$ cat src/rtl/dmareg_pkg.sv
package dmareg_pkg;

    localparam int NCH   = 4;
    localparam int CHW   = $clog2(NCH);
    localparam int REG_W = 16;
    localparam int BYTE_W = 8;

    localparam logic [3:0] PORT_STATUS = 4'h8;
    localparam logic [3:0] PORT_MASK   = 4'hA;
    localparam logic [3:0] PORT_MODE   = 4'hB;
    localparam logic [3:0] PORT_CLRPTR = 4'hC;

    typedef enum logic [1:0] {
        XM_DEMAND  = 2'b00,
        XM_SINGLE  = 2'b01,
        XM_BLOCK   = 2'b10,
        XM_CASCADE = 2'b11
    } xfer_mode_e;

    typedef enum logic [1:0] {
        XD_VERIFY   = 2'b00,
        XD_TO_MEM   = 2'b01,
        XD_FROM_MEM = 2'b10,
        XD_RSVD     = 2'b11
    } xfer_dir_e;

    typedef struct packed {
        xfer_mode_e mode;
        logic       dec;
        logic       autoinit;
        xfer_dir_e  dir;
    } chan_mode_t;

    localparam int MODE_W = $bits(chan_mode_t);

    // Replace one half of a 16-bit register with a byte.
    function automatic logic [REG_W-1:0] put_byte(input logic [REG_W-1:0] old,
                                                  input logic [BYTE_W-1:0] b,
                                                  input logic hi);
        return hi ? {b, old[BYTE_W-1:0]} : {old[REG_W-1:BYTE_W], b};
    endfunction

    function automatic logic [BYTE_W-1:0] get_byte(input logic [REG_W-1:0] w,
                                                   input logic hi);
        return hi ? w[REG_W-1:BYTE_W] : w[BYTE_W-1:0];
    endfunction

endpackage

$ cat src/rtl/dmareg_byteptr.sv
module dmareg_byteptr (
    input  logic clk,
    input  logic rst,
    input  logic step,
    input  logic clear,
    output logic hi
);
    always_ff @(posedge clk) begin
        if (rst)        hi <= 1'b0;
        else if (clear) hi <= 1'b0;
        else if (step)  hi <= ~hi;
    end
endmodule

$ cat src/rtl/dmareg_chan.sv
module dmareg_chan
    import dmareg_pkg::*;
#(
    parameter int PAGE_W = 4
) (
    input  logic                  clk,
    input  logic                  rst,
    input  logic                  hi,
    input  logic [BYTE_W-1:0]     wbyte,
    input  logic                  addr_wr,
    input  logic                  cnt_wr,
    input  logic                  seq_upd,
    input  logic [REG_W-1:0]      seq_addr,
    input  logic [REG_W-1:0]      seq_count,
    input  logic                  mode_wr,
    input  chan_mode_t            mode_in,
    input  logic                  mask_wr,
    input  logic                  mask_in,
    input  logic                  page_wr,
    input  logic [PAGE_W-1:0]     page_in,
    output logic [REG_W-1:0]      cur_addr,
    output logic [REG_W-1:0]      cur_cnt,
    output logic [REG_W-1:0]      base_addr,
    output logic [REG_W-1:0]      base_cnt,
    output chan_mode_t            mode,
    output logic                  mask,
    output logic [PAGE_W-1:0]     page
);
    always_ff @(posedge clk) begin
        if (rst) begin
            cur_addr  <= '0;
            cur_cnt   <= '0;
            base_addr <= '0;
            base_cnt  <= '0;
            mode      <= '0;
            mask      <= 1'b1;
            page      <= '0;
        end else begin
            // processor byte write has priority over the sequencer
            if (addr_wr) begin
                base_addr <= put_byte(base_addr, wbyte, hi);
                cur_addr  <= put_byte(cur_addr, wbyte, hi);
            end else if (seq_upd) begin
                cur_addr  <= seq_addr;
            end
            if (cnt_wr) begin
                base_cnt <= put_byte(base_cnt, wbyte, hi);
                cur_cnt  <= put_byte(cur_cnt, wbyte, hi);
            end else if (seq_upd) begin
                cur_cnt  <= seq_count;
            end
            if (mode_wr) mode <= mode_in;
            if (mask_wr) mask <= mask_in;
            if (page_wr) page <= page_in;
        end
    end
endmodule

$ cat src/rtl/dmareg_status.sv
module dmareg_status
    import dmareg_pkg::*;
(
    input  logic           clk,
    input  logic           rst,
    input  logic           rd_clr,
    input  logic [NCH-1:0] tc_set,
    output logic [NCH-1:0] tc
);
    always_ff @(posedge clk) begin
        if (rst) tc <= '0;
        else     tc <= (rd_clr ? '0 : tc) | tc_set;
    end
endmodule

$ cat src/rtl/dma_regfile.sv
module dma_regfile
    import dmareg_pkg::*;
#(
    parameter int PAGE_W = 4
) (
    input  logic                      clk,
    input  logic                      rst,
    input  logic                      wr_en,
    input  logic                      rd_en,
    input  logic [3:0]                port_addr,
    input  logic [BYTE_W-1:0]         wdata,
    output logic [BYTE_W-1:0]         rdata,
    input  logic                      pg_wr,
    input  logic [CHW-1:0]            pg_chan,
    input  logic [PAGE_W-1:0]         pg_data,
    input  logic [NCH-1:0]            dreq,
    input  logic                      seq_upd,
    input  logic                      seq_tc,
    input  logic [CHW-1:0]            seq_chan,
    input  logic [REG_W-1:0]          seq_addr,
    input  logic [REG_W-1:0]          seq_count,
    output logic [NCH*REG_W-1:0]      ch_addr,
    output logic [NCH*REG_W-1:0]      ch_count,
    output logic [NCH*REG_W-1:0]      ch_base_addr,
    output logic [NCH*REG_W-1:0]      ch_base_count,
    output logic [NCH*PAGE_W-1:0]     ch_page,
    output logic [NCH*MODE_W-1:0]     ch_mode,
    output logic [NCH-1:0]            ch_mask,
    output logic [NCH-1:0]            tc_flags
);
    // decode of the channel register ports 0 .. 2*NCH-1
    logic           reg_port;
    logic [CHW-1:0] sel_ch;
    logic           sel_cnt;
    logic           ptr_hi;
    logic           ptr_clear;
    logic           ptr_step;
    logic           rd_clr;
    logic [NCH-1:0] tc_set;

    assign reg_port  = (port_addr < 4'(2*NCH));
    assign sel_ch    = port_addr[CHW:1];
    assign sel_cnt   = port_addr[0];
    assign ptr_step  = reg_port && (wr_en || rd_en);
    assign ptr_clear = wr_en && (port_addr == PORT_CLRPTR);
    assign rd_clr    = rd_en && (port_addr == PORT_STATUS);

    always_comb begin
        tc_set = '0;
        if (seq_tc) tc_set[seq_chan] = 1'b1;
    end

    dmareg_byteptr u_ptr (
        .clk   (clk),
        .rst   (rst),
        .step  (ptr_step),
        .clear (ptr_clear),
        .hi    (ptr_hi)
    );

    dmareg_status u_status (
        .clk    (clk),
        .rst    (rst),
        .rd_clr (rd_clr),
        .tc_set (tc_set),
        .tc     (tc_flags)
    );

    logic [REG_W-1:0] cur_a [NCH];
    logic [REG_W-1:0] cur_c [NCH];

    for (genvar i = 0; i < NCH; i++) begin : g_ch
        chan_mode_t mode_q;

        dmareg_chan #(.PAGE_W(PAGE_W)) u_ch (
            .clk       (clk),
            .rst       (rst),
            .hi        (ptr_hi),
            .wbyte     (wdata),
            .addr_wr   (wr_en && reg_port && (sel_ch == CHW'(i)) && !sel_cnt),
            .cnt_wr    (wr_en && reg_port && (sel_ch == CHW'(i)) &&  sel_cnt),
            .seq_upd   (seq_upd && (seq_chan == CHW'(i))),
            .seq_addr  (seq_addr),
            .seq_count (seq_count),
            .mode_wr   (wr_en && (port_addr == PORT_MODE) && (wdata[CHW-1:0] == CHW'(i))),
            .mode_in   (chan_mode_t'(wdata[BYTE_W-1:CHW])),
            .mask_wr   (wr_en && (port_addr == PORT_MASK) && (wdata[CHW-1:0] == CHW'(i))),
            .mask_in   (wdata[CHW]),
            .page_wr   (pg_wr && (pg_chan == CHW'(i))),
            .page_in   (pg_data),
            .cur_addr  (cur_a[i]),
            .cur_cnt   (cur_c[i]),
            .base_addr (ch_base_addr[i*REG_W +: REG_W]),
            .base_cnt  (ch_base_count[i*REG_W +: REG_W]),
            .mode      (mode_q),
            .mask      (ch_mask[i]),
            .page      (ch_page[i*PAGE_W +: PAGE_W])
        );

        assign ch_addr[i*REG_W +: REG_W]   = cur_a[i];
        assign ch_count[i*REG_W +: REG_W]  = cur_c[i];
        assign ch_mode[i*MODE_W +: MODE_W] = mode_q;
    end

    always_comb begin
        rdata = '0;
        if (reg_port)
            rdata = get_byte(sel_cnt ? cur_c[sel_ch] : cur_a[sel_ch], ptr_hi);
        else if (port_addr == PORT_STATUS)
            rdata = {dreq, tc_flags};
    end

endmodule

$ cat config.mk
export PLATFORM = sky130hd
export DESIGN_NAME = dma_regfile
export DESIGN_NICKNAME = d
export VERILOG_FILES = /design/src/rtl/dmareg_pkg.sv /design/src/rtl/dmareg_byteptr.sv /design/src/rtl/dmareg_chan.sv /design/src/rtl/dmareg_status.sv /design/src/rtl/dma_regfile.sv
export SDC_FILE = /design/constraint.sdc
export NUM_CORES = 1
export LEC_CHECK = 0
export BUFFER_PORTS_ARGS = -buffer_cell sky130_fd_sc_hd__buf_2
export CAP_MARGIN = 20
export CORE_MARGIN = 2
export CORE_UTILIZATION = 45
export DETAILED_ROUTE_END_ITERATION = 7
export PLACE_DENSITY = 0.81
export SYNTH_ARGS = -nofsm -noshare
export SYNTH_HDL_FRONTEND = slang
export SYNTH_HIERARCHICAL = 1
export SYNTH_SLANG_ARGS = --single-unit
export TNS_END_PERCENT = 10
$ cat constraint.sdc
create_clock -name clk -period 5.1 [get_ports clk]
set_input_delay 0.51 -clock clk [delete_from_list [all_inputs] [get_ports clk]]
set_output_delay 0.51 -clock clk [all_outputs]
set_load 0.01 [all_outputs]
Word level (Yosys, flattened, before mapping):

Cells that the tools add are included.

* word-level logic and storage cells: 210
* output and inout bits: 312
* input bits: 63
* register bits after elaboration: 305

* eq/ne operators: 32
* bitwise logic cells: 3
* mux-type cells: 31
* $lt $le $gt $ge: 4
* reduce and logical (&&, ||, !) cells: 82

Operator list (number)
* 16-bit two-way mux: 22
* 16-bit binary-select mux with 2-bit select: 2
* 2-bit AND reduction: 32
* 1-bit logical AND: 35
* 2-bit inequality test (second input constant): 16
* 8-bit two-way mux: 3
* 2-bit == test (second input constant): 8
* 4-bit == test (second input constant): 4
* 2-bit nonzero test: 8
* 2-bit by 1-bit == test with 1-bit output (second input constant): 4
* 2-bit logical NOT: 4
* 4-bit two-way mux: 2
* 4-bit less-than comparator (second input constant): 1
* 4-bit bitwise OR: 1
* 3-bit >= comparator (second input constant): 1
* 2-bit by 3-bit less-than comparator with 1-bit output (second input constant): 1
* 2-bit NOT with 3-bit output: 1
* 1-bit demux with 2-bit select: 1
* 2-bit by 1-bit >= comparator with 1-bit output (second input constant): 1
* 2-bit OR reduction: 1
* 1-bit logical NOT: 1
* 1-bit logical OR: 1
* 1-bit two-way mux: 1
* 1-bit NOT: 1

Longest topological paths before layout:

Gate-level depths: netlist (run 1).

* depth after elaboration: 7
* mapped depth: 11

Hierarchy:

The synthesis (run 1) kept the hierarchy.

By module, submodules not included
* dmareg_chan: cells each 343, area each 2880.3 µm², times used 4, sequential area each 1501.4 µm²
* dma_regfile: cells each 159, area each 1446.4 µm², times used 1, sequential area each 0.0 µm²
* dmareg_status: cells each 16, area each 140.1 µm², times used 1, sequential area each 80.1 µm²
* dmareg_byteptr: cells each 3, area each 38.8 µm², times used 1, sequential area each 20.0 µm²

Least setup slack after synthesis (run 1):

No wires, ideal clock.

* path kind: input-to-reg
* from: input port port_addr[1]
* to: register g_ch[2].u_ch.cur_addr[9]
* setup time: 0.088 ns
* arrival time: 2.204 ns
* slack: 2.808 ns
* cell stages on the path: 10
* path buffers: 5
* path through: buf_6 buf_4 buf_2 nand3b_1 nor3_1 nand2b_1 buf_6 buf_8 nand2_1 a311oi_2

* longest elaborated chain between the ends: 6
* elaborated cells between the ends (all ways): 9
* those cells by class: 1 x order compare; 2 x eq/ne; 1 x mux; 5 x reduce/logical

Ends and longest elaborated chain
* start, declared: RTL line dma_regfile.sv:10 `input logic [3:0] port_addr,`
* 4-bit less-than comparator: RTL line dma_regfile.sv:41 `assign reg_port = (port_addr < 4'(2*NCH));`
* 1-bit logical AND: RTL line dma_regfile.sv:80 `.addr_wr (wr_en && reg_port && (sel_ch == CHW'(i)) && !sel_cnt),`
* 1-bit logical AND (*) (2 in a row): RTL line dma_regfile.sv:80
* 2-bit inequality test (no source line) / 2-bit nonzero test (equally long branches)
* 2-bit AND reduction (no source line)
* end signal, assigned: RTL line dmareg_chan.sv:42 `cur_addr <= put_byte(cur_addr, wbyte, hi);`
* end signal, assigned: RTL line dmareg_chan.sv:44 `cur_addr <= seq_addr;`
* end, declared: RTL line dmareg_chan.sv:21 `output logic [REG_W-1:0] cur_addr,`

Mark *: on every way between the ends. The rest lies on a longest branch, timed or not.
A chain may end at the register's enable or synchronous reset.

Final worst setup path (run 1):

* from: input port port_addr[1]
* to: output port rdata[6]

* longest elaborated chain between the ends: 7
* elaborated cells between the ends (all ways): 13
* those cells by class: 1 x order compare; 1 x eq/ne; 10 x mux; 1 x bitwise

Ends and longest elaborated chain
* 2-bit NOT with 3-bit output (not written as such): RTL line dma_regfile.sv:108 `rdata = get_byte(sel_cnt ? cur_c[sel_ch] : cur_a[sel_ch], ptr_hi);`
* 16-bit binary-select mux with 2-bit select: RTL line dma_regfile.sv:108
* 16-bit two-way mux (not written as such) (2 in a row): RTL line dma_regfile.sv:108
* 16-bit two-way mux: RTL line dma_regfile.sv:108
* 8-bit two-way mux: RTL line dmareg_pkg.sv:45 `return hi ? w[REG_W-1:BYTE_W] : w[BYTE_W-1:0];`
* 8-bit two-way mux (*): RTL line dma_regfile.sv:107 `if (reg_port)`
* end, declared: RTL line dma_regfile.sv:12 `output logic [BYTE_W-1:0] rdata,`

Mark *: on every way between the ends. The rest lies on a longest branch, timed or not. The select of a mux whose other input is x is not followed.

==> metrics.txt, run 1 <==
outcome=finished clean; initial DRC count=1463; first-pass GRT wire length=76600 µm; R2R cell count=4; TritonCTS buffer count=34; critical path fanouts, max=39; startpoint class of the critical path=primary input; Root Buffer=clkbuf_16; Syn Inst Count=1550; initial core utilization=45.8%; Post-DRT Antenna Nets=0; async set or reset register ratio after synthesis=0%; RSZ-0062 raised after global routing=no; largest cells by area after synthesis=dfxtp_1 46%, nand2_1 14%, a21oi_1 5.1%; max-slew violations=0; TritonCTS clock tree=done; Setup Buffers After CTS=0; Die H=175 µm; DR pass1 iterations=5; Netlist Area Pre-Place=13100 µm²; area leader, netlist=dfxtp_1; Inst Count DP=2183; drt drc=0; hold crit path type=in -> reg; vias in the first global route=12100; register area share after synthesis=46.4%; Synth Register Bits=305; post-detailed-route via-to-cell ratio=5.89; post-cts sizing count=0; setup TNS=0 ns; worst skew pair latency=0.52 ns; final wirelength=53300 µm; Buffers on Ports=374; Power Density=339 nW/µm²; # setup viols final=0; I/O pins=375; GP Congestion=1.00; grt total ovfl=0; CP endpoint kind=primary output; Pleak=6.55 nW; register-to-register setup slack=3.18 ns; H-tree levels=2; Post-Layout Cell Count=2243; Detail Placement HPWL=37600 µm; most frequent cells in the layout=474 x nand2_1, 373 x buf_2, 305 x dfxtp_1; hold_buf cts=0; most common library cell in the layout ignoring fill and taps=nand2_1; Max Cap Violations=0; wire length per cell=23.7 µm; kind of critical path=in -> out; Slew HR=23.0%; Die ar.=30600 µm²; Max Clock Freq=311 MHz; min Tclk post-route=3.21 ns; vias=13200; largest net degree at the start of global routing=181; layout cells sized above 1=25.1%; Final Skew=0.00854 ns; Final Cycle Share=63.0%; Fill cells=2733; final hold violation count=0; Worst Hold Depth=3; area growth from synthesis to layout=20.0%; Post-synth EDFFs=0; CTS max path bufs=3; CTS clk-pin slew, worst paths=0.05 ns; Required @ worst endpoint=4.59 ns; Post-Syn Nets=1613; core area=28700 µm²; CTS sink count=305; Synth cell types=47; slew at the pin closest to its max-slew limit=1.16 ns; Yosys top cell area share=46.4%; Most used DFF post-synth=dfxtp_1; worst vdd ir=0.000237 V; Yosys warning count=6; Die Wd=175 µm; CP arrival=2.70 ns; Post-Syn Area per Cell=8.48 µm²; standard-cell row count=62; antenna violations before repair=4; GRT Resource Usage Total=33.3%; Final #Nets=1900
-- synthesized netlist by cell type, types with 6 or more instances --
master,count
nor2_1,106
mux4_2,9
mux2_2,6
a311oi_1,45
buf_4,14
clkbuf_1,42
and2_1,9
dfxtp_1,305
a31oi_1,80
nor3_1,7
o221ai_1,9
nand2b_1,22
mux4_1,11
nand3_1,61
nand2_1,474
nor2b_1,17
buf_6,22
a21oi_1,133
buf_2,35
inv_1,6
mux2i_1,66
-- worst max-delay path, stage by stage --
cell     delay (ns)
buf_2          0.69
mux4_1         0.65
mux2_2         0.28
a22oi_1        0.19
o21ai_0        0.17
buf_2          0.18
-- cell type report --
| type | instances | area (µm²) | area share [%] |
|---|---|---|---|
| Clock buffer | 46 | 976 | 6.19 |
| Clock inverter | 11 | 77.6 | 0.492 |
| Sequential cell | 305 | 6110 | 38.7 |
| Timing Repair Buffer | 380 | 1950 | 12.4 |
| Antenna cell | 1 | 2.50 | 0.0159 |
| Tap cell | 384 | 480 | 3.05 |
| Multi-Input combinational cell | 1110 | 6160 | 39.0 |
| Inverter | 6 | 22.5 | 0.143 |
-- registers in the layout (all words and copies together), names as in the netlist --
| signal | cells |
|---|---|
| g_ch.u_ch/cur_cnt | 64 |
| g_ch.u_ch/page | 16 |
| g_ch.u_ch/base_cnt | 64 |
| g_ch.u_ch/cur_addr | 64 |
| g_ch.u_ch/base_addr | 64 |
| g_ch.u_ch/mode | 24 |
| u_ptr/hi | 1 |
| g_ch.u_ch/mask | 4 |
| u_status/tc | 4 |
-- final timing paths --
check	startpoint	to
worst max-delay path	port_addr[1]	rdata[6]
worst min-delay path	pg_data[0]	g_ch[3].u_ch/page[0]$_SDFFE_PP0P_
worst min register to register	g_ch[0].u_ch/base_addr[6]$_SDFFE_PP0P_	g_ch[0].u_ch/base_addr[6]$_SDFFE_PP0P_
worst max register to register	u_ptr/hi$_SDFFE_PP0P_	g_ch[2].u_ch/cur_addr[7]$_SDFFE_PP0P_
-- metrics by stage --
| stage | utilization, % | area, µm² | setup WS [ns] | hold WS (ns) | power (mW) |
|---|---|---|---|---|---|
| finish | 55.0 | 15800 | 1.89 | 0.271 | 5.35 |
| global placement | 51.2 | 14700 | 1.89 | 0.440 | 3.03 |
| floorplan | - | 13100 | 2.81 | 0.481 | 2.80 |
| global route | 55.0 | 15800 | 1.76 | 0.283 | 5.49 |
| detailed placement | 51.2 | 14700 | 1.77 | 0.444 | 3.03 |
| CTS | 54.9 | 15700 | 1.91 | 0.260 | 5.35 |
-- routing by layer --
metal,part of all wire (%),track usage [%],up-vias
met5,0.073,0,-
met4,6.6,20.2,6
met3,11,8.99,205
met2,44,50.0,840
met1,38,42.7,6219
li1,-,-,5934
-- cell families after synthesis --
logic type             share of synthesized area (%)
AO/OA/AOI/OAI                                   14.2
XOR/XNOR                                      0.0666
buffers and inverters                           6.72
flip-flops                                      46.4
multiplexers                                    9.28
AND/OR/NAND/NOR                                 23.3
-- where the power goes --
part	switching [mW]	leakage, nW	internal, mW	total (mW)
sequential	0.0654	2.47	2.44	2.51
clock	1.00	0.529	1.34	2.35
combinational	0.341	3.56	0.156	0.496
total	1.41	6.55	3.94	5.35
No activity file was read; power rests on OpenSTA's default activity.
==> inputs of run 2 (changes only) <==
--- a/config.mk
+++ b/config.mk
@@ -10,7 +10,7 @@
 export CORE_MARGIN = 2
 export CORE_UTILIZATION = 45
 export DETAILED_ROUTE_END_ITERATION = 7
-export PLACE_DENSITY = 0.81
+export PLACE_DENSITY = 0.83
 export SYNTH_ARGS = -nofsm -noshare
 export SYNTH_HDL_FRONTEND = slang
 export SYNTH_HIERARCHICAL = 1
==> constraint.sdc (replaced) <==
create_clock -name clk -period 2.7 [get_ports clk]
set_input_delay 0.27 -clock clk [delete_from_list [all_inputs] [get_ports clk]]
set_output_delay 0.27 -clock clk [all_outputs]
set_load 0.01 [all_outputs]
==> metrics.txt, run 2 (same netlist as run 1, synthesis figures left out) <==
outcome=finished clean; largest net degree at the start of global routing=125; CTS sink count=305; standard-cell row count=62; register-to-register setup slack=0.95 ns; Final Skew=0.0140 ns; Pleak=6.76 nW; drt drc=0; I/O pins=375; CP endpoint kind=primary output; final hold violation count=0; post-detailed-route via-to-cell ratio=5.94; DR pass1 iterations=7; first-pass GRT wire length=77600 µm; hold path startpoint=pg_data[3]; GRT Resource Usage Total=33.6%; startpoint class of the critical path=flip-flop; min Tclk post-route=2.51 ns; grt total ovfl=0; antenna violations before repair=5; setup TNS=0 ns; Max Cap Violations=0; RSZ-0062 raised after global routing=no; Slew HR=22.3%; critical path fanouts, max=3; wire length per cell=23.7 µm; Root Buffer=clkbuf_16; Power Density=651 nW/µm²; met1 WL=20800 µm; layout cells sized above 1=26.4%; Power Total=10.5 mW; max-slew violations=0; RR Startpoint=u_ptr/hi$_SDFFE_PP0P_; final wirelength=54100 µm; H-tree levels=1; initial DRC count=1701; TritonCTS buffer count=31; Highest Signal Layer=met5; CTS max path bufs=3; Required @ worst endpoint=2.43 ns; worst skew pair latency=0.58 ns; R2R cell count=4; reg2reg end=g_ch[1].u_ch/cur_cnt[6]$_SDFFE_PP0P_; Detail Placement HPWL=39000 µm; area growth from synthesis to layout=22.8%; metal2 WL=23800 µm; core area=28700 µm²; Setup Buffers After CTS=0; hold crit path type=in -> reg; Final #Nets=1932; slew at the pin closest to its max-slew limit=1.16 ns; vias in the first global route=12600; CTS clk-pin slew, worst paths=0.06 ns; Post-DRT Antenna Nets=0; initial core utilization=45.8%; hold worst-path end=g_ch[3].u_ch/page[3]$_SDFFE_PP0P_; Die H=175 µm; Final Cycle Share=92.9%; Worst Hold Depth=3; Die ar.=30600 µm²; Buffers on Ports=374; most frequent cells in the layout=474 x nand2_1, 373 x buf_2, 305 x dfxtp_1; Die Wd=175 µm; GP Congestion=0.988; TritonCTS clock tree=done; CP arrival=2.24 ns; metal3 WL=6030 µm; # setup viols final=0; kind of critical path=reg -> out; most common library cell in the layout ignoring fill and taps=nand2_1; vias=13500; Max Clock Freq=398 MHz; worst vdd ir=0.000399 V
-- run 2: cell types whose count changed in the layout (fill, tap and decap cells not counted), moves of 2 or more --
cell / before / now
dlygate4sd3_1: 0 / 2
clkbuf_8: 8 / 5
clkbuf_16: 34 / 31
clkinv_2: 7 / 5
buf_4: 4 / 36
bufinv_16: 0 / 7
-- run 2: per-layer routing --
metal,global-route usage [%],up-vias
met1,43.3,6378
met4,20.1,6
met5,0,-
met3,8.36,239
met2,50.9,939
li1,-,5979
-- run 2: area by class of cell --
cell class	count	area [µm²]
clock inverters	17	280
repair buffers	415	2230
flip-flops and latches	305	6110
well taps	384	480
inverters	6	22.5
clock buffers	41	863
multi-input cells	1110	6160
fillers	2661	12600
diodes	2	5.00
-- run 2: worst max-delay path by stage --
stage	end	slack, ns	startpoint
global route	rdata[6]	0.17	g_ch[1].u_ch/cur_addr[14]$_SDFFE_PP0P_
finish	rdata[6]	0.19	g_ch[2].u_ch/cur_addr[14]$_SDFFE_PP0P_
global placement	g_ch[3].u_ch/cur_addr[9]$_SDFFE_PP0P_	0.21	port_addr[1]
floorplan	g_ch[2].u_ch/cur_addr[9]$_SDFFE_PP0P_	0.65	port_addr[1]
CTS	rdata[6]	0.21	g_ch[2].u_ch/cur_addr[14]$_SDFFE_PP0P_
detailed placement	g_ch[3].u_ch/cur_addr[9]$_SDFFE_PP0P_	0.07	port_addr[1]
-- run 2: report_power, final --
| group | internal, mW | switching [mW] |
|---|---|---|
| registers | 4.61 | 0.126 |
| logic | 0.321 | 0.653 |
| clock network | 2.92 | 1.87 |
-- run 2: metrics by stage --
step,hold WS [ns],std cells,worst slack (ns),util [%],cell area [µm²]
finish,0.0199,2280,0.191,56.3,16100
global route,0.0219,2280,0.170,56.3,16100
CTS,0.00950,2278,0.214,56.2,16100
detailed placement,0.444,2218,0.0736,52.2,15000
global placement,0.440,2218,0.207,52.2,15000
floorplan,0.339,1550,0.648,-,13100
-- run 2: worst max-delay path: stages (launching register included) --
cell	delay, ns
dfxtp_1	0.37
mux4_1	0.58
mux2_2	0.29
a22oi_1	0.17
o21ai_0	0.10
buf_2	0.16
-- run 2: what timing repair did --
action	4_1_cts	5_1_grt
endpoints found under the setup margin	0	0
resized for setup	0	0
hold endpoints to repair	5	0
hold buffers	2	0
